`config.mk`:
```
export PLATFORM = sky130hd
export DESIGN_NAME = edo_ctrl
export DESIGN_NICKNAME = d
export VERILOG_FILES = /design/src/rtl/edo_pkg.sv /design/src/rtl/edo_refresh_timer.sv /design/src/rtl/edo_addr_mux.sv /design/src/rtl/edo_seq.sv /design/src/rtl/edo_ctrl.sv
export SDC_FILE = /design/constraint.sdc
export NUM_CORES = 1
export LEC_CHECK = 0
export BUFFER_PORTS_ARGS = -buffer_cell sky130_fd_sc_hd__buf_2
export CORE_MARGIN = 1.5
export CORE_UTILIZATION = 55
export CTS_CLUSTER_SIZE = 24
export DETAILED_ROUTE_END_ITERATION = 8
export HOLD_SLACK_MARGIN = 0.1
export PLACE_DENSITY_LB_ADDON = 0.1
export REMOVE_ABC_BUFFERS = 1
export SLEW_MARGIN = 20
export SYNTH_ARGS = -nofsm -noshare
export SYNTH_HDL_FRONTEND = slang
export SYNTH_SLANG_ARGS = --single-unit
```
`constraint.sdc`:
```
create_clock -name clk -period 3.7 [get_ports clk]
set_clock_uncertainty 0.1 [all_clocks]
set_input_delay 0.185 -clock clk [delete_from_list [all_inputs] [get_ports clk]]
set_output_delay 0.185 -clock clk [all_outputs]
set_load 0.1 [all_outputs]
```
`src/rtl/edo_pkg.sv`:
```
package edo_pkg;

  typedef enum logic [3:0] {
    S_IDLE,
    S_ROW,
    S_RAH,
    S_COL,
    S_CASLO,
    S_CASHI,
    S_PRE,
    S_REFC,
    S_REFR,
    S_PREF
  } seq_state_e;

  typedef struct packed {
    logic ras_n;
    logic cas_n;
    logic we_n;
    logic oe_n;
    logic dq_oe;
  } strobe_t;

  function automatic int ns2cyc(int ns, int clk_ns);
    int c;
    c = (ns + clk_ns - 1) / clk_ns;
    if (c < 1) c = 1;
    return c;
  endfunction

  function automatic int imax(int a, int b);
    return (a > b) ? a : b;
  endfunction

endpackage

```
`src/rtl/edo_refresh_timer.sv`:
```
module edo_refresh_timer #(
  parameter int INTERVAL_CYC = 1562
) (
  input  logic clk,
  input  logic rst_n,
  input  logic ack,
  output logic pending
);
  localparam int CW = $clog2(INTERVAL_CYC + 1);

  logic [CW-1:0] cnt;
  logic          tick;

  assign tick = (cnt == CW'(INTERVAL_CYC - 1));

  always_ff @(posedge clk) begin
    if (!rst_n) begin
      cnt     <= '0;
      pending <= 1'b0;
    end else begin
      cnt <= tick ? '0 : cnt + 1'b1;
      if (tick)     pending <= 1'b1;
      else if (ack) pending <= 1'b0;
    end
  end

  // a raised refresh request is held until the sequencer takes it
  p_pending_held_r9: assert property (@(posedge clk) disable iff (!rst_n)
    (pending && !ack) |=> pending);

endmodule

```
`src/rtl/edo_addr_mux.sv`:
```
module edo_addr_mux #(
  parameter int ROW_W = 11,
  parameter int COL_W = 11,
  parameter int PIN_W = 12
) (
  input  logic [ROW_W+COL_W-1:0] addr,
  input  logic                   sel_col,
  output logic [PIN_W-1:0]       pins
);
  localparam int ADDR_W  = ROW_W + COL_W;
  localparam int FIELD_W = (ROW_W > COL_W) ? ROW_W : COL_W;

  logic [FIELD_W-1:0] row_f, col_f, pick;

  assign row_f = FIELD_W'(addr[ADDR_W-1 -: ROW_W]);
  assign col_f = FIELD_W'(addr[COL_W-1:0]);
  assign pick  = sel_col ? col_f : row_f;

  generate
    if (PIN_W > FIELD_W) begin : g_pad
      assign pins = {{(PIN_W-FIELD_W){1'b0}}, pick};
    end else begin : g_fit
      assign pins = PIN_W'(pick);
    end
  endgenerate

endmodule

```
`src/rtl/edo_seq.sv`:
```
module edo_seq
  import edo_pkg::*;
#(
  parameter int CLK_NS    = 10,
  parameter int T_RCD_NS  = 20,
  parameter int T_RAH_NS  = 10,
  parameter int T_CAC_NS  = 15,
  parameter int T_CAS_NS  = 10,
  parameter int T_CAH_NS  = 10,
  parameter int T_CSH_NS  = 40,
  parameter int T_RAS_NS  = 60,
  parameter int T_RP_NS   = 40,
  parameter int T_RC_NS   = 104,
  parameter int T_CSR_NS  = 5
) (
  input  logic    clk,
  input  logic    rst_n,
  input  logic    req_valid,
  input  logic    rsp_busy,
  input  logic    wr,
  input  logic    ref_pending,
  output logic    req_ready,
  output logic    accept,
  output logic    ref_ack,
  output logic    capture,
  output logic    sel_col_d,
  output strobe_t strobe_q
);
  // clock counts, rounded up
  localparam int C_RCD  = ns2cyc(T_RCD_NS, CLK_NS);
  localparam int C_RAH  = ns2cyc(T_RAH_NS, CLK_NS);
  localparam int C_CASW = imax(imax(ns2cyc(T_CAC_NS, CLK_NS), ns2cyc(T_CAS_NS, CLK_NS)),
                               ns2cyc(T_CAH_NS, CLK_NS));
  localparam int C_CSH  = ns2cyc(T_CSH_NS, CLK_NS);
  localparam int C_RAS  = ns2cyc(T_RAS_NS, CLK_NS);
  localparam int C_RP   = ns2cyc(T_RP_NS, CLK_NS);
  localparam int C_RC   = ns2cyc(T_RC_NS, CLK_NS);
  // per-state durations
  localparam int D_RAH   = C_RAH;
  localparam int D_COL   = imax(C_RCD - C_RAH, 1);
  localparam int D_CASLO = imax(C_CASW, C_CSH - D_RAH - D_COL);
  localparam int D_CASHI = imax(1, C_RAS - (D_RAH + D_COL + D_CASLO));
  localparam int L_ACC   = D_RAH + D_COL + D_CASLO + D_CASHI;
  localparam int D_PRE   = imax(C_RP, C_RC - L_ACC);
  localparam int D_REFC  = ns2cyc(T_CSR_NS, CLK_NS);
  localparam int D_REFR  = C_RAS;
  localparam int D_PREF  = imax(C_RP, C_RC - D_REFR);
  localparam int CNT_W   = 16;

  seq_state_e       state, state_d;
  logic [CNT_W-1:0] cnt;
  logic             last;

  function automatic int dur_of(seq_state_e s);
    case (s)
      S_RAH:   return D_RAH;
      S_COL:   return D_COL;
      S_CASLO: return D_CASLO;
      S_CASHI: return D_CASHI;
      S_PRE:   return D_PRE;
      S_REFC:  return D_REFC;
      S_REFR:  return D_REFR;
      S_PREF:  return D_PREF;
      default: return 1;
    endcase
  endfunction

  function automatic strobe_t decode(seq_state_e s, logic w);
    strobe_t o;
    o.ras_n = 1'b1;
    o.cas_n = 1'b1;
    o.we_n  = 1'b1;
    o.oe_n  = 1'b1;
    o.dq_oe = 1'b0;
    case (s)
      S_RAH, S_COL: begin
        o.ras_n = 1'b0;
        if (w) begin
          o.we_n  = 1'b0;
          o.dq_oe = 1'b1;
        end
      end
      S_CASLO: begin
        o.ras_n = 1'b0;
        o.cas_n = 1'b0;
        if (w) begin
          o.we_n  = 1'b0;
          o.dq_oe = 1'b1;
        end else begin
          o.oe_n = 1'b0;
        end
      end
      S_CASHI: o.ras_n = 1'b0;
      S_REFC:  o.cas_n = 1'b0;
      S_REFR: begin
        o.ras_n = 1'b0;
        o.cas_n = 1'b0;
      end
      default: ;
    endcase
    return o;
  endfunction

  assign last      = (cnt == CNT_W'(dur_of(state) - 1));
  assign req_ready = (state == S_IDLE) && !ref_pending && !rsp_busy;

  always_comb begin
    state_d = state;
    accept  = 1'b0;
    ref_ack = 1'b0;
    capture = 1'b0;
    case (state)
      S_IDLE: begin
        if (ref_pending) begin
          state_d = S_REFC;
          ref_ack = 1'b1;
        end else if (req_valid && !rsp_busy) begin
          state_d = S_ROW;
          accept  = 1'b1;
        end
      end
      S_ROW:   if (last) state_d = S_RAH;
      S_RAH:   if (last) state_d = S_COL;
      S_COL:   if (last) state_d = S_CASLO;
      S_CASLO: begin
        if (last) begin
          state_d = S_CASHI;
          capture = !wr;
        end
      end
      S_CASHI: if (last) state_d = S_PRE;
      S_PRE:   if (last) state_d = S_IDLE;
      S_REFC:  if (last) state_d = S_REFR;
      S_REFR:  if (last) state_d = S_PREF;
      S_PREF:  if (last) state_d = S_IDLE;
      default: state_d = S_IDLE;
    endcase
  end

  assign sel_col_d = (state_d == S_COL) || (state_d == S_CASLO) || (state_d == S_CASHI);

  always_ff @(posedge clk) begin
    if (!rst_n) begin
      state          <= S_IDLE;
      cnt            <= '0;
      strobe_q.ras_n <= 1'b1;
      strobe_q.cas_n <= 1'b1;
      strobe_q.we_n  <= 1'b1;
      strobe_q.oe_n  <= 1'b1;
      strobe_q.dq_oe <= 1'b0;
    end else begin
      state    <= state_d;
      cnt      <= (state_d != state || state_d == S_IDLE) ? '0 : cnt + 1'b1;
      strobe_q <= decode(state_d, wr);
    end
  end

  // ---- checks next to the sequencer ----
  logic [CNT_W-1:0] ras_lo_run;
  always_ff @(posedge clk) begin
    if (!rst_n)              ras_lo_run <= '0;
    else if (!strobe_q.ras_n) ras_lo_run <= ras_lo_run + 1'b1;
    else                     ras_lo_run <= '0;
  end

  // row strobe low for the full minimum width
  p_ras_width_r4: assert property (@(posedge clk) disable iff (!rst_n)
    $rose(strobe_q.ras_n) |-> (ras_lo_run >= CNT_W'(C_RAS)));

  // a row-strobe fall with column strobe low must have column strobe low beforehand
  p_cbr_order_r9: assert property (@(posedge clk) disable iff (!rst_n)
    ($fell(strobe_q.ras_n) && !strobe_q.cas_n) |-> ($past(strobe_q.cas_n) == 1'b0));

  // output enable only during a read column phase
  p_oe_read_r7: assert property (@(posedge clk) disable iff (!rst_n)
    !strobe_q.oe_n |-> (!strobe_q.cas_n && strobe_q.we_n));

  // data bus driven only inside a write row cycle
  p_bus_drive_r6: assert property (@(posedge clk) disable iff (!rst_n)
    strobe_q.dq_oe |-> (!strobe_q.ras_n && !strobe_q.we_n));

endmodule

```
`src/rtl/edo_ctrl.sv`:
```
module edo_ctrl
  import edo_pkg::*;
#(
  parameter int CLK_PERIOD_NS = 10,
  parameter int ROW_BITS      = 11,
  parameter int COL_BITS      = 11,
  parameter int APIN_BITS     = 12,
  parameter int DQ_BITS       = 4,
  parameter int T_RCD_NS      = 20,
  parameter int T_RAH_NS      = 10,
  parameter int T_CAC_NS      = 15,
  parameter int T_CAS_NS      = 10,
  parameter int T_CAH_NS      = 10,
  parameter int T_CSH_NS      = 40,
  parameter int T_RAS_NS      = 60,
  parameter int T_RP_NS       = 40,
  parameter int T_RC_NS       = 104,
  parameter int T_CSR_NS      = 5,
  parameter int REF_WINDOW_NS = 32000000,
  parameter int REF_ROWS      = 2048
) (
  input  logic                         clk,
  input  logic                         rst_n,
  input  logic                         req_valid,
  output logic                         req_ready,
  input  logic                         req_write,
  input  logic [ROW_BITS+COL_BITS-1:0] req_addr,
  input  logic [DQ_BITS-1:0]           req_wdata,
  output logic                         rsp_valid,
  input  logic                         rsp_ready,
  output logic [DQ_BITS-1:0]           rsp_rdata,
  output logic                         dram_ras_n,
  output logic                         dram_cas_n,
  output logic                         dram_we_n,
  output logic                         dram_oe_n,
  output logic [APIN_BITS-1:0]         dram_a,
  output logic [DQ_BITS-1:0]           dram_dq_o,
  output logic                         dram_dq_oe,
  input  logic [DQ_BITS-1:0]           dram_dq_i
);
  localparam int ADDR_W   = ROW_BITS + COL_BITS;
  localparam int ROW_NS   = REF_WINDOW_NS / REF_ROWS;
  localparam int REF_CYC  = (ROW_NS / CLK_PERIOD_NS < 2) ? 2 : ROW_NS / CLK_PERIOD_NS;

  logic                 accept, ref_ack, capture, sel_col_d, ref_pending;
  strobe_t              strobe_q;
  logic [ADDR_W-1:0]    addr_q, addr_src;
  logic [DQ_BITS-1:0]   wdata_q;
  logic                 we_q;
  logic [APIN_BITS-1:0] pins_d;

  always_ff @(posedge clk) begin
    if (!rst_n) begin
      addr_q  <= '0;
      wdata_q <= '0;
      we_q    <= 1'b0;
    end else if (accept) begin
      addr_q  <= req_addr;
      wdata_q <= req_wdata;
      we_q    <= req_write;
    end
  end

  assign addr_src = accept ? req_addr : addr_q;

  edo_refresh_timer #(.INTERVAL_CYC(REF_CYC)) u_ref (
    .clk     (clk),
    .rst_n   (rst_n),
    .ack     (ref_ack),
    .pending (ref_pending)
  );

  edo_addr_mux #(.ROW_W(ROW_BITS), .COL_W(COL_BITS), .PIN_W(APIN_BITS)) u_mux (
    .addr    (addr_src),
    .sel_col (sel_col_d),
    .pins    (pins_d)
  );

  edo_seq #(
    .CLK_NS(CLK_PERIOD_NS), .T_RCD_NS(T_RCD_NS), .T_RAH_NS(T_RAH_NS),
    .T_CAC_NS(T_CAC_NS), .T_CAS_NS(T_CAS_NS), .T_CAH_NS(T_CAH_NS),
    .T_CSH_NS(T_CSH_NS), .T_RAS_NS(T_RAS_NS), .T_RP_NS(T_RP_NS),
    .T_RC_NS(T_RC_NS), .T_CSR_NS(T_CSR_NS)
  ) u_seq (
    .clk         (clk),
    .rst_n       (rst_n),
    .req_valid   (req_valid),
    .rsp_busy    (rsp_valid),
    .wr          (we_q),
    .ref_pending (ref_pending),
    .req_ready   (req_ready),
    .accept      (accept),
    .ref_ack     (ref_ack),
    .capture     (capture),
    .sel_col_d   (sel_col_d),
    .strobe_q    (strobe_q)
  );

  always_ff @(posedge clk) begin
    if (!rst_n) dram_a <= '0;
    else        dram_a <= pins_d;
  end

  always_ff @(posedge clk) begin
    if (!rst_n) begin
      rsp_valid <= 1'b0;
      rsp_rdata <= '0;
    end else if (capture) begin
      rsp_valid <= 1'b1;
      rsp_rdata <= dram_dq_i;
    end else if (rsp_valid && rsp_ready) begin
      rsp_valid <= 1'b0;
    end
  end

  assign dram_ras_n = strobe_q.ras_n;
  assign dram_cas_n = strobe_q.cas_n;
  assign dram_we_n  = strobe_q.we_n;
  assign dram_oe_n  = strobe_q.oe_n;
  assign dram_dq_oe = strobe_q.dq_oe;
  assign dram_dq_o  = wdata_q;

  // a stalled response keeps its data
  p_rsp_hold_r8: assert property (@(posedge clk) disable iff (!rst_n)
    (rsp_valid && !rsp_ready) |=> (rsp_valid && $stable(rsp_rdata)));

  // no new request while a response waits
  p_no_accept_busy_r8: assert property (@(posedge clk) disable iff (!rst_n)
    rsp_valid |-> !accept);

endmodule

```
==> impl_metrics.tcl, run 1 <==
set metrics [dict create \
    status "complete, no violations" \
    gp_congestion 0.838 \
    layout.cells.non_filler 552 \
    io_pins 62 \
    worst_slew_margin 0.367 \
    insertedDiodeCount 0 \
    fmax_mhz 343 \
    num-nets-final 512 \
    detailed_place_hpwl_um 4500 \
    first_pass_grt_wire_length_um 11600 \
    drt_pre_antenna_iters 4 \
    number_of_warning_messages_in_the_yosys_log 0 \
    internal_power_uw 1800 \
    power_per_cell_area_mw_per_mm2 716 \
    routedWlPerCell_um 12.9 \
    number_of_antenna_violations_at_the_first_check_in_global_routing 0 \
    io_buffer_count 60 \
    hold_viol_final 0 \
    mappedNetlistArea_mm2 0.00342 \
    final.period_utilization 0.788 \
    yosysSeqAreaShare 0.486 \
    critical_path.startpoint_type "register" \
    cpMaxStageDelayCell "sky130_fd_sc_hd__a211oi_4" \
    period_minus_slack_ns 2.91 \
    final.hold.worst_slack_ns 0.360 \
    synth-main-ff-cell "sky130_fd_sc_hd__dfxtp_1" \
    layout_setup_ws_ns 0.785 \
    clkPwrFrac 0.251 \
    synthToLayoutAreaGrowth_pct 26.4 \
    timing.hold.worst.class "register to register" \
    clock_tree.root_cell "sky130_fd_sc_hd__clkbuf_8" \
    synth_enable_flop_cells 0 \
    final_layout_size_suffix_gt1_frac 0.201 \
    avgSynthCellArea_um2 8.95 \
    cts.sink_count 83 \
    post_cts_resized 0 \
    topRoutingLayerUsed "met4" \
    post-place-cells 503 \
    worst-endpoint-arrival_ns 3.03 \
    core-area_mm2 0.00596 \
    met3RoutedLength_um 280 \
    leakage_uw 0.00181 \
    multi_input_area_mm2 0.00164 \
    crit_path_max_fanout 10 \
    clock_pin_slew_reported_for_the_worst_setup_and_hold_paths_after_clock_tree_synthesis_ns 0.08 \
    irDropWorstVdd_mv 0.689 \
    ant_nets 0 \
    routedLengthMet1_um 3260 \
    synth.ff_latch_count 83 \
    number_of_cts_inserted_buffers 9 \
    grt_setup_unrepaired "false" \
    power_after_layout_uw 3090 \
    async_s_r_ff_share_synth 0 \
    power.share.combinational 0.399 \
    pin_count_of_the_biggest_net_entering_global_routing 38 \
    first_iter_violations 165 \
    cts.path.max_buffers 2 \
    wirelength_um 7120 \
    power.sequential.fraction 0.350 \
    final-seq-area_mm2 0.00166 \
    fp.dieW_um 81.9 \
    instance_count_of_the_mapped_netlist 382 \
    slew_viol_final 0 \
    chain_of_cells_forming_the_critical_path "inv_1, ha_1, ha_1, nor4_1, mux2i_1, a211oi_4, mux2_2, nor3b_1, a31oi_1" \
    grt_remaining_overflow 0 \
    placementRows 28 \
    report.final.setup_viol 0 \
    floorplan.initialDensity 0.574 \
    cts_tree "built" \
    wp_data_required_ns 3.81 \
    critPathKind "register to register" \
    h-tree-depth 3 \
    switching_power_uw 1290 \
    fillers 459 \
    timing.max_cap.violations 0 \
    dp_worst_setup_slack_ns 0.869 \
    worst_path_most_repeated_cell "sky130_fd_sc_hd__ha_1" \
    vias_per_cell 5.25 \
    dieHeight_um 81.9 \
    first_global_vias 2686 \
    critPathCaptureType "register" \
    clock_latency_ns 0.34 \
    synth_cell_type_count 49 \
    die_area_mm2 0.00670 \
    grtUsageTotal 0.227 \
    tightestPinTransition_ns 0.948 \
    drt_drc_violations_left 0 \
    met2RoutedLength_um 3420 \
    largest_stage_delay_worst_path_ns 0.46 \
    via_count 2898 \
    netSwitchingFraction 0.417 \
    timing.setup.tns_ns 0 \
]
## registers in the layout, indices dropped and copies added (netlist names), named ones only
| register | cells |
|---|---|
| addr_q | 22 |
| dram_a | 11 |
| dram_dq_o | 4 |
| rsp_rdata | 4 |
| rsp_valid | 1 |
| u_ref.cnt | 11 |
| u_ref.pending | 1 |
| u_seq.cnt | 16 |
| u_seq.state | 4 |
| u_seq.strobe_q | 5 |
| we_q | 1 |
## final timing paths
path / start / to / slack [ns] / cells after the start
max: register / u_seq.strobe_q[3]$_SDFF_PN1_ / 0.79 / 9
min: dram_dq_o[1]$_SDFFE_PN0P_ / dram_dq_o[1]$_SDFFE_PN0P_ / 0.36 / 2
max reg2reg: register / u_seq.strobe_q[3]$_SDFF_PN1_ / 0.79 / 9
min reg2reg: dram_dq_o[1]$_SDFFE_PN0P_ / dram_dq_o[1]$_SDFFE_PN0P_ / 0.36 / 2
## per-layer routing
layer / vias to the layer above / track usage
met5: - / 0
met4: 0 / 0.119
met3: 15 / 0.0411
met2: 77 / 0.368
met1: 1340 / 0.287
li1: 1466 / -
## power groups by stage
stage,Sequential [uW],Clock (uW),Combinational (uW)
global route,1100,827,1320
global placement,1100,0,1180
floorplan,1460,0,614
finish,1080,776,1230
detailed placement,1100,0,1200
CTS,1080,788,1230
## metrics by stage
stage          utilization  cell area [um2]
2_1_floorplan            -             3340
3_3_place_gp         0.630             3750
3_5_place_dp         0.630             3750
4_1_cts              0.726             4320
5_1_grt              0.726             4320
6_report             0.726             4320
## area by class of cell
type	count	share of cell area
repair buffers	95	0.149
multi-input cells	271	0.379
well taps	75	0.0217
clock buffers	10	0.0295
inverters	12	0.0104
clock inverters	6	0.0260
flip-flops and latches	83	0.384
## Yosys cell counts, types with 5 or more instances
cell	number	area, um2
sky130_fd_sc_hd__ha_1	5	62.6
sky130_fd_sc_hd__a21oi_1	31	155
sky130_fd_sc_hd__nand2_1	72	270
sky130_fd_sc_hd__inv_1	11	41.3
sky130_fd_sc_hd__nor2_1	45	169
sky130_fd_sc_hd__mux2_4	10	150
sky130_fd_sc_hd__and3_1	7	43.8
sky130_fd_sc_hd__dfxtp_1	83	1660
sky130_fd_sc_hd__nand4_1	6	37.5
sky130_fd_sc_hd__nor3_1	6	30.0
sky130_fd_sc_hd__nand3_1	11	55.1
sky130_fd_sc_hd__clkbuf_1	8	30.0
sky130_fd_sc_hd__mux2i_1	6	60.1
sky130_fd_sc_hd__xor2_1	16	140
sky130_fd_sc_hd__xnor2_1	10	87.6
## worst max-delay path: cells and delay by family (launching register included)
family	cells	cell delay (ns)
compound gates	2	0.57
mux	2	0.62
flops	1	0.36
fa+ha+maj	2	0.41
buf+inv	1	0.05
simple gates	2	0.66
## cell usage in the layout (no fill, tap or decap), drive strengths merged, types with 6 or more instances in the layout
cell / instances
dfxtp: 83
nand2: 72
buf: 62
nor2: 45
dlygate4sd3: 33
a21oi: 31
xor2: 16
inv: 13
mux2: 12
nand3: 11
xnor2: 10
clkbuf: 10
and3: 7
nand4: 6
nor3: 6
mux2i: 6
## cell families after synthesis
kind of cell | share of synthesized area
buffers and inverters | 0.0355
multiplexers | 0.0681
XOR/XNOR | 0.0666
other | 0.00110
flip-flops | 0.486
AND/OR/NAND/NOR | 0.226
AO/OA/AOI/OAI | 0.0984
adder cells (fa/ha/maj) | 0.0183
## what timing repair did
item                       4_1_cts  5_1_grt
buffers inserted                 0        0
hold endpoints to repair        34        0
setup endpoints to repair        0        0
hold buffers                    33        0
Note: power is estimated with default switching activity, not from simulation.
==> inputs of run 2 (changes only) <==
clock period = 3.05 ns   (was 3.7 ns; I/O delays follow)
==> impl_metrics.tcl, run 2 (synthesis gave the netlist of run 1 again) <==
set metrics [dict create \
    cts_tree "built" \
    clock_tree.root_cell "sky130_fd_sc_hd__clkbuf_8" \
    gp_congestion 0.847 \
    first_pass_grt_wire_length_um 11600 \
    num-nets-final 517 \
    h-tree-depth 3 \
    dieHeight_um 81.9 \
    r2r.worst_path.cells 7 \
    cts.path.max_buffers 2 \
    first_global_vias 2677 \
    tightestPinTransition_ns 0.649 \
    critical_path.startpoint_type "register" \
    core-area_mm2 0.00596 \
    r2r_setup_slack_ns 0.13 \
    final_cell_area_mm2 0.00436 \
    largest_register_ffs 22 \
    drt_drc_violations_left 0 \
    clock_pin_slew_reported_for_the_worst_setup_and_hold_paths_after_clock_tree_synthesis_ns 0.09 \
    critPathKind "register to register" \
    io_pins 62 \
    top_usage_layer "met2" \
    number_of_antenna_violations_at_the_first_check_in_global_routing 0 \
    ant_nets 0 \
    fillers 478 \
    status "complete, no violations" \
    power.sequential.fraction 0.352 \
    commonest_non_fill_non_tap_cells_in_the_layout "83 x sky130_fd_sc_hd__dfxtp_1, 72 x sky130_fd_sc_hd__nand2_1, 60 x sky130_fd_sc_hd__buf_2, 45 x sky130_fd_sc_hd__nor2_1, 35 x sky130_fd_sc_hd__dlygate4sd3_1" \
    leakage_uw 0.00182 \
    first_iter_violations 131 \
    power_per_cell_area_mw_per_mm2 854 \
    critPathCaptureType "register" \
    post-place-cells 506 \
    netSwitchingFraction 0.421 \
    global_route.usage.met1 0.277 \
    period_minus_slack_ns 2.92 \
    internal_power_uw 2160 \
    cts.sink_count 83 \
    slew_viol_final 0 \
    placementRows 28 \
    fp.dieW_um 81.9 \
    timing.max_cap.violations 0 \
    wp_data_required_ns 3.24 \
    synthToLayoutAreaGrowth_pct 27.5 \
    grt_setup_unrepaired "false" \
    final.period_utilization 0.956 \
    report.final.setup_viol 0 \
    detailed_place.area_mm2 0.00379 \
    timing.hold.worst.class "primary input to register" \
    grt.met2_usage 0.384 \
    final_layout_size_suffix_gt1_frac 0.207 \
    routedWlPerCell_um 13.0 \
    worst-endpoint-arrival_ns 3.11 \
    crit_path_max_fanout 14 \
    grtUsageMet3 0.0489 \
    r2r_start "u_seq.state[2]$_SDFF_PN0_" \
    number_of_cts_inserted_buffers 9 \
    vias_per_cell 5.14 \
    via_count 2862 \
    critical_path.endpoint "we_q$_SDFFE_PN0P_" \
    worst_slew_margin 0.567 \
    irDropWorstVdd_mv 0.592 \
    drt_pre_antenna_iters 4 \
    grtUsageTotal 0.229 \
    insertedDiodeCount 0 \
    clock_latency_ns 0.35 \
    clkPwrFrac 0.227 \
    fmax_mhz 343 \
    pin_count_of_the_biggest_net_entering_global_routing 38 \
    power.share.combinational 0.421 \
    most_frequent_standard_cell_in_the_layout_excluding_fill_and_tap_cells "sky130_fd_sc_hd__dfxtp_1" \
    registers_with_the_highest_flip_flop_counts "addr_q (22), u_seq.cnt (16)" \
    grt_remaining_overflow 0 \
    final_core_util 0.732 \
    floorplan.initialDensity 0.574 \
    detailed_place_hpwl_um 4580 \
    die_area_mm2 0.00670 \
    switching_power_uw 1570 \
    io_buffer_count 60 \
    hold_viol_final 0 \
    largest-register "addr_q" \
    wirelength_um 7240 \
    layout.cells.non_filler 557 \
    crit-reg2reg-capture "we_q$_SDFFE_PN0P_" \
    worst_setup_path_startpoint "u_seq.state[2]$_SDFF_PN0_" \
]
==> run 2: cell types whose count changed in the layout (fill, tap and decap cells not counted), sizes merged <==
| cell | before | now |
|---|---|---|
| buf | 62 | 65 |
| dlygate4sd3 | 33 | 35 |
| bufinv | 3 | 2 |
| clkinv | 2 | 3 |
| clkinvlp | 0 | 1 |
| inv | 13 | 12 |
==> run 2: power by group through the flow <==
stage	clock network (uW)	logic, uW	registers (uW)
2_1_floorplan	0	745	1770
3_3_place_gp	0	1500	1330
3_5_place_dp	0	1510	1340
4_1_cts	866	1560	1310
5_1_grt	907	1680	1330
6_report	845	1570	1310
==> run 2: timing repair <==
action                                  CTS  global route
setup buffers                             0             0
resized for setup                         0             1
endpoints found under the setup margin    0             1
endpoints found under the hold margin    34             0
hold buffers                             35             0
==> run 2: metrics by stage <==
| stage | setup slack (ns) | power (uW) | TNS (ns) | hold slack, ns |
|---|---|---|---|---|
| finish | 0.134 | 3730 | 0 | 0.271 |
| global route | 0.0219 | 3910 | 0 | 0.311 |
| CTS | 0.121 | 3730 | 0 | 0.258 |
| detailed placement | 0.386 | 2850 | 0 | 0.294 |
| global placement | 0.430 | 2830 | 0 | 0.284 |
| floorplan | -1.95 | 2520 | -67.46 | 0.180 |
==> run 2: layout make-up <==
| type | instances | area, um2 | share of cell area |
|---|---|---|---|
| sequential | 83 | 1660 | 0.381 |
| multi-input combinational | 271 | 1640 | 0.376 |
| timing repair buffer | 100 | 701 | 0.161 |
| clock buffer | 10 | 128 | 0.0293 |
| tap | 75 | 93.8 | 0.0215 |
| clock inverter | 6 | 90.1 | 0.0207 |
| inverter | 12 | 45.0 | 0.0103 |
==> run 2: worst min-delay path by stage <==
stage,start,to,depth (start not counted)
after floorplan,rst_n,register,2
after global placement,dram_dq_i[0],rsp_rdata[0]$_SDFFE_PN0P_,3
after detailed placement,dram_dq_i[1],rsp_rdata[1]$_SDFFE_PN0P_,3
after CTS,req_valid,dram_dq_o[1]$_SDFFE_PN0P_,5
after global routing,req_valid,dram_dq_o[2]$_SDFFE_PN0P_,5
final,req_valid,dram_dq_o[1]$_SDFFE_PN0P_,5
==> run 2: routing by layer <==
layer	wire length (um)	vias to the layer above
met5	0	-
met1	3280	1302
met4	154	0
met2	3540	71
li1	-	1473
met3	262	16
==> run 2: worst max-delay path: stages, from the launching register on <==
cell	delay, ns
sky130_fd_sc_hd__dfxtp_1	0.44
sky130_fd_sc_hd__or4_1	0.64
sky130_fd_sc_hd__nor3_2	0.19
sky130_fd_sc_hd__and2_1	0.19
sky130_fd_sc_hd__nand2_1	0.06
sky130_fd_sc_hd__dlygate4sd3_1	0.56
sky130_fd_sc_hd__a21oi_1	0.13
sky130_fd_sc_hd__dlygate4sd3_1	0.56
==> inputs of run 3 (changes only) <==
CORE_UTILIZATION = 40   (was 55)
GPL_TIMING_DRIVEN = 0   (was not set)
==> impl_metrics.tcl, run 3 (synthesis gave the netlist of run 1 again) <==
set metrics [dict create \
    status "complete, no violations" \
    slew_viol_final 0 \
    grt_setup_unrepaired "false" \
    leakage_uw 0.00180 \
    most_frequent_standard_cell_in_the_layout_excluding_fill_and_tap_cells "sky130_fd_sc_hd__dfxtp_1" \
    registers_with_the_highest_flip_flop_counts "addr_q (22), u_seq.cnt (16)" \
    r2r_setup_slack_ns 0.19 \
    clkPwrFrac 0.221 \
    chain_of_cells_forming_the_critical_path "inv_1, ha_1, ha_1, nor4_1, mux2i_1, a211oi_4, o21ai_2, o31ai_4, buf_6, mux2_2" \
    cpMaxStageDelayCell "sky130_fd_sc_hd__a211oi_4" \
    tightestPinTransition_ns 0.728 \
    synthToLayoutAreaGrowth_pct 27.5 \
    timing.setup.tns_ns 0 \
    switching_power_uw 1590 \
    irDropWorstVdd_mv 0.692 \
    critical_path.startpoint_type "register" \
    timing.max_cap.violations 0 \
    largest_stage_delay_worst_path_ns 0.37 \
    h-tree-depth 3 \
    power_per_cell_area_mw_per_mm2 845 \
    placementRows 33 \
    cts.path.max_buffers 2 \
    dieHeight_um 95.5 \
    commonest_non_fill_non_tap_cells_in_the_layout "83 x sky130_fd_sc_hd__dfxtp_1, 71 x sky130_fd_sc_hd__nand2_1, 60 x sky130_fd_sc_hd__buf_2, 45 x sky130_fd_sc_hd__nor2_1, 33 x sky130_fd_sc_hd__dlygate4sd3_1" \
    wp_data_required_ns 3.20 \
    dp_worst_setup_slack_ns 0.0762 \
    fillers 802 \
    crit_path_max_fanout 10 \
    pin_count_of_the_biggest_net_entering_global_routing 38 \
    critPathKind "register to register" \
    worst_path_most_repeated_cell "sky130_fd_sc_hd__ha_1" \
    cpLargestDelayFamily "compound AO/OA/AOI/OAI gates" \
    gp_congestion 0.732 \
    largest-register "addr_q" \
    cts.sink_count 83 \
    ant_nets 0 \
    internal_power_uw 2090 \
    worst_slew_margin 0.512 \
    final-seq-area_mm2 0.00166 \
    final.period_utilization 0.939 \
    detailed_place_hpwl_um 4630 \
    clock_tree.root_cell "sky130_fd_sc_hd__clkbuf_8" \
    critPathCaptureType "register" \
    final_layout_size_suffix_gt1_frac 0.211 \
    netSwitchingFraction 0.433 \
    fmax_mhz 349 \
    die_area_mm2 0.00911 \
    drt_drc_violations_left 0 \
    power.sequential.fraction 0.356 \
    drt_pre_antenna_iters 7 \
    io_buffer_count 60 \
    clock_latency_ns 0.35 \
    detailed_place.area_mm2 0.00379 \
    grt_remaining_overflow 0 \
    power_after_layout_uw 3680 \
    grtUsageTotal 0.167 \
    number_of_antenna_violations_at_the_first_check_in_global_routing 0 \
    floorplan.initialDensity 0.414 \
    routedWlPerCell_um 12.2 \
    worst-endpoint-arrival_ns 3.01 \
    cts_tree "built" \
    first_global_vias 2652 \
    power.share.combinational 0.423 \
    total_buffers_and_inverters_traversed_by_the_critical_path 2 \
    insertedDiodeCount 0 \
    number_of_cts_inserted_buffers 9 \
    wirelength_um 7090 \
    multi_input_area_mm2 0.00166 \
    final_core_util 0.528 \
    report.final.setup_viol 0 \
    timing.hold.worst.class "register to register" \
    clock_pin_slew_reported_for_the_worst_setup_and_hold_paths_after_clock_tree_synthesis_ns 0.09 \
    io_pins 62 \
    first_pass_grt_wire_length_um 11900 \
    first_iter_violations 71 \
    largest_register_ffs 22 \
    core-area_mm2 0.00826 \
    num-nets-final 513 \
    fp.dieW_um 95.5 \
    hold_viol_final 0 \
    final_cell_area_mm2 0.00436 \
    vias_per_cell 4.83 \
    period_minus_slack_ns 2.86 \
    layout_setup_ws_ns 0.185 \
    via_count 2817 \
]
-- run 3: layout make-up --
cell class	count	area share
multi-input combinational	271	0.380
clock buffer	10	0.0316
timing repair buffer	96	0.151
sequential	83	0.381
tap	105	0.0301
clock inverter	6	0.0164
inverter	12	0.0103
-- run 3: power groups by stage --
| stage | logic (uW) | clock network, uW | registers [uW] |
|---|---|---|---|
| 2_1_floorplan | 745 | 0 | 1770 |
| 3_3_place_gp | 1450 | 0 | 1330 |
| 3_5_place_dp | 1470 | 0 | 1330 |
| 4_1_cts | 1510 | 843 | 1310 |
| 5_1_grt | 1670 | 875 | 1330 |
| 6_report | 1560 | 815 | 1310 |
-- run 3: metrics by stage --
step	hold slack (ns)	std cells
after global routing	0.382	583
final	0.360	583
after global placement	0.282	531
after floorplan	0.180	366
after CTS	0.362	581
after detailed placement	0.296	532
-- run 3: worst reg2reg max path, stage by stage (launching register included) --
cell	delay, ns
sky130_fd_sc_hd__dfxtp_1	0.36
sky130_fd_sc_hd__inv_1	0.06
sky130_fd_sc_hd__ha_1	0.20
sky130_fd_sc_hd__ha_1	0.23
sky130_fd_sc_hd__nor4_1	0.28
sky130_fd_sc_hd__mux2i_1	0.20
sky130_fd_sc_hd__a211oi_4	0.37
sky130_fd_sc_hd__o21ai_2	0.11
sky130_fd_sc_hd__o31ai_4	0.26
sky130_fd_sc_hd__buf_6	0.23
sky130_fd_sc_hd__mux2_2	0.36
-- run 3: routing by layer --
metal,GRT usage,wire (um)
met4,0.0662,125
met3,0.0343,246
met1,0.221,3500
met2,0.266,3210
met5,0,0
-- run 3: worst paths after layout --
path                             start                        end  depth (start not counted)
min reg2reg  dram_dq_o[3]$_SDFFE_PN0P_  dram_dq_o[3]$_SDFFE_PN0P_                          2
min          dram_dq_o[3]$_SDFFE_PN0P_  dram_dq_o[3]$_SDFFE_PN0P_                          2
max                           register       dram_a[9]$_SDFF_PN0_                         10
max reg2reg                   register       dram_a[9]$_SDFF_PN0_                         10
-- run 3: timing repair --
| item | in CTS | in global routing |
|---|---|---|
| hold buffers | 33 | 0 |
| resized for setup | 0 | 3 |
| endpoints found under the setup margin | 0 | 14 |
| endpoints found under the hold margin | 34 | 0 |
| buffers inserted | 0 | 2 |
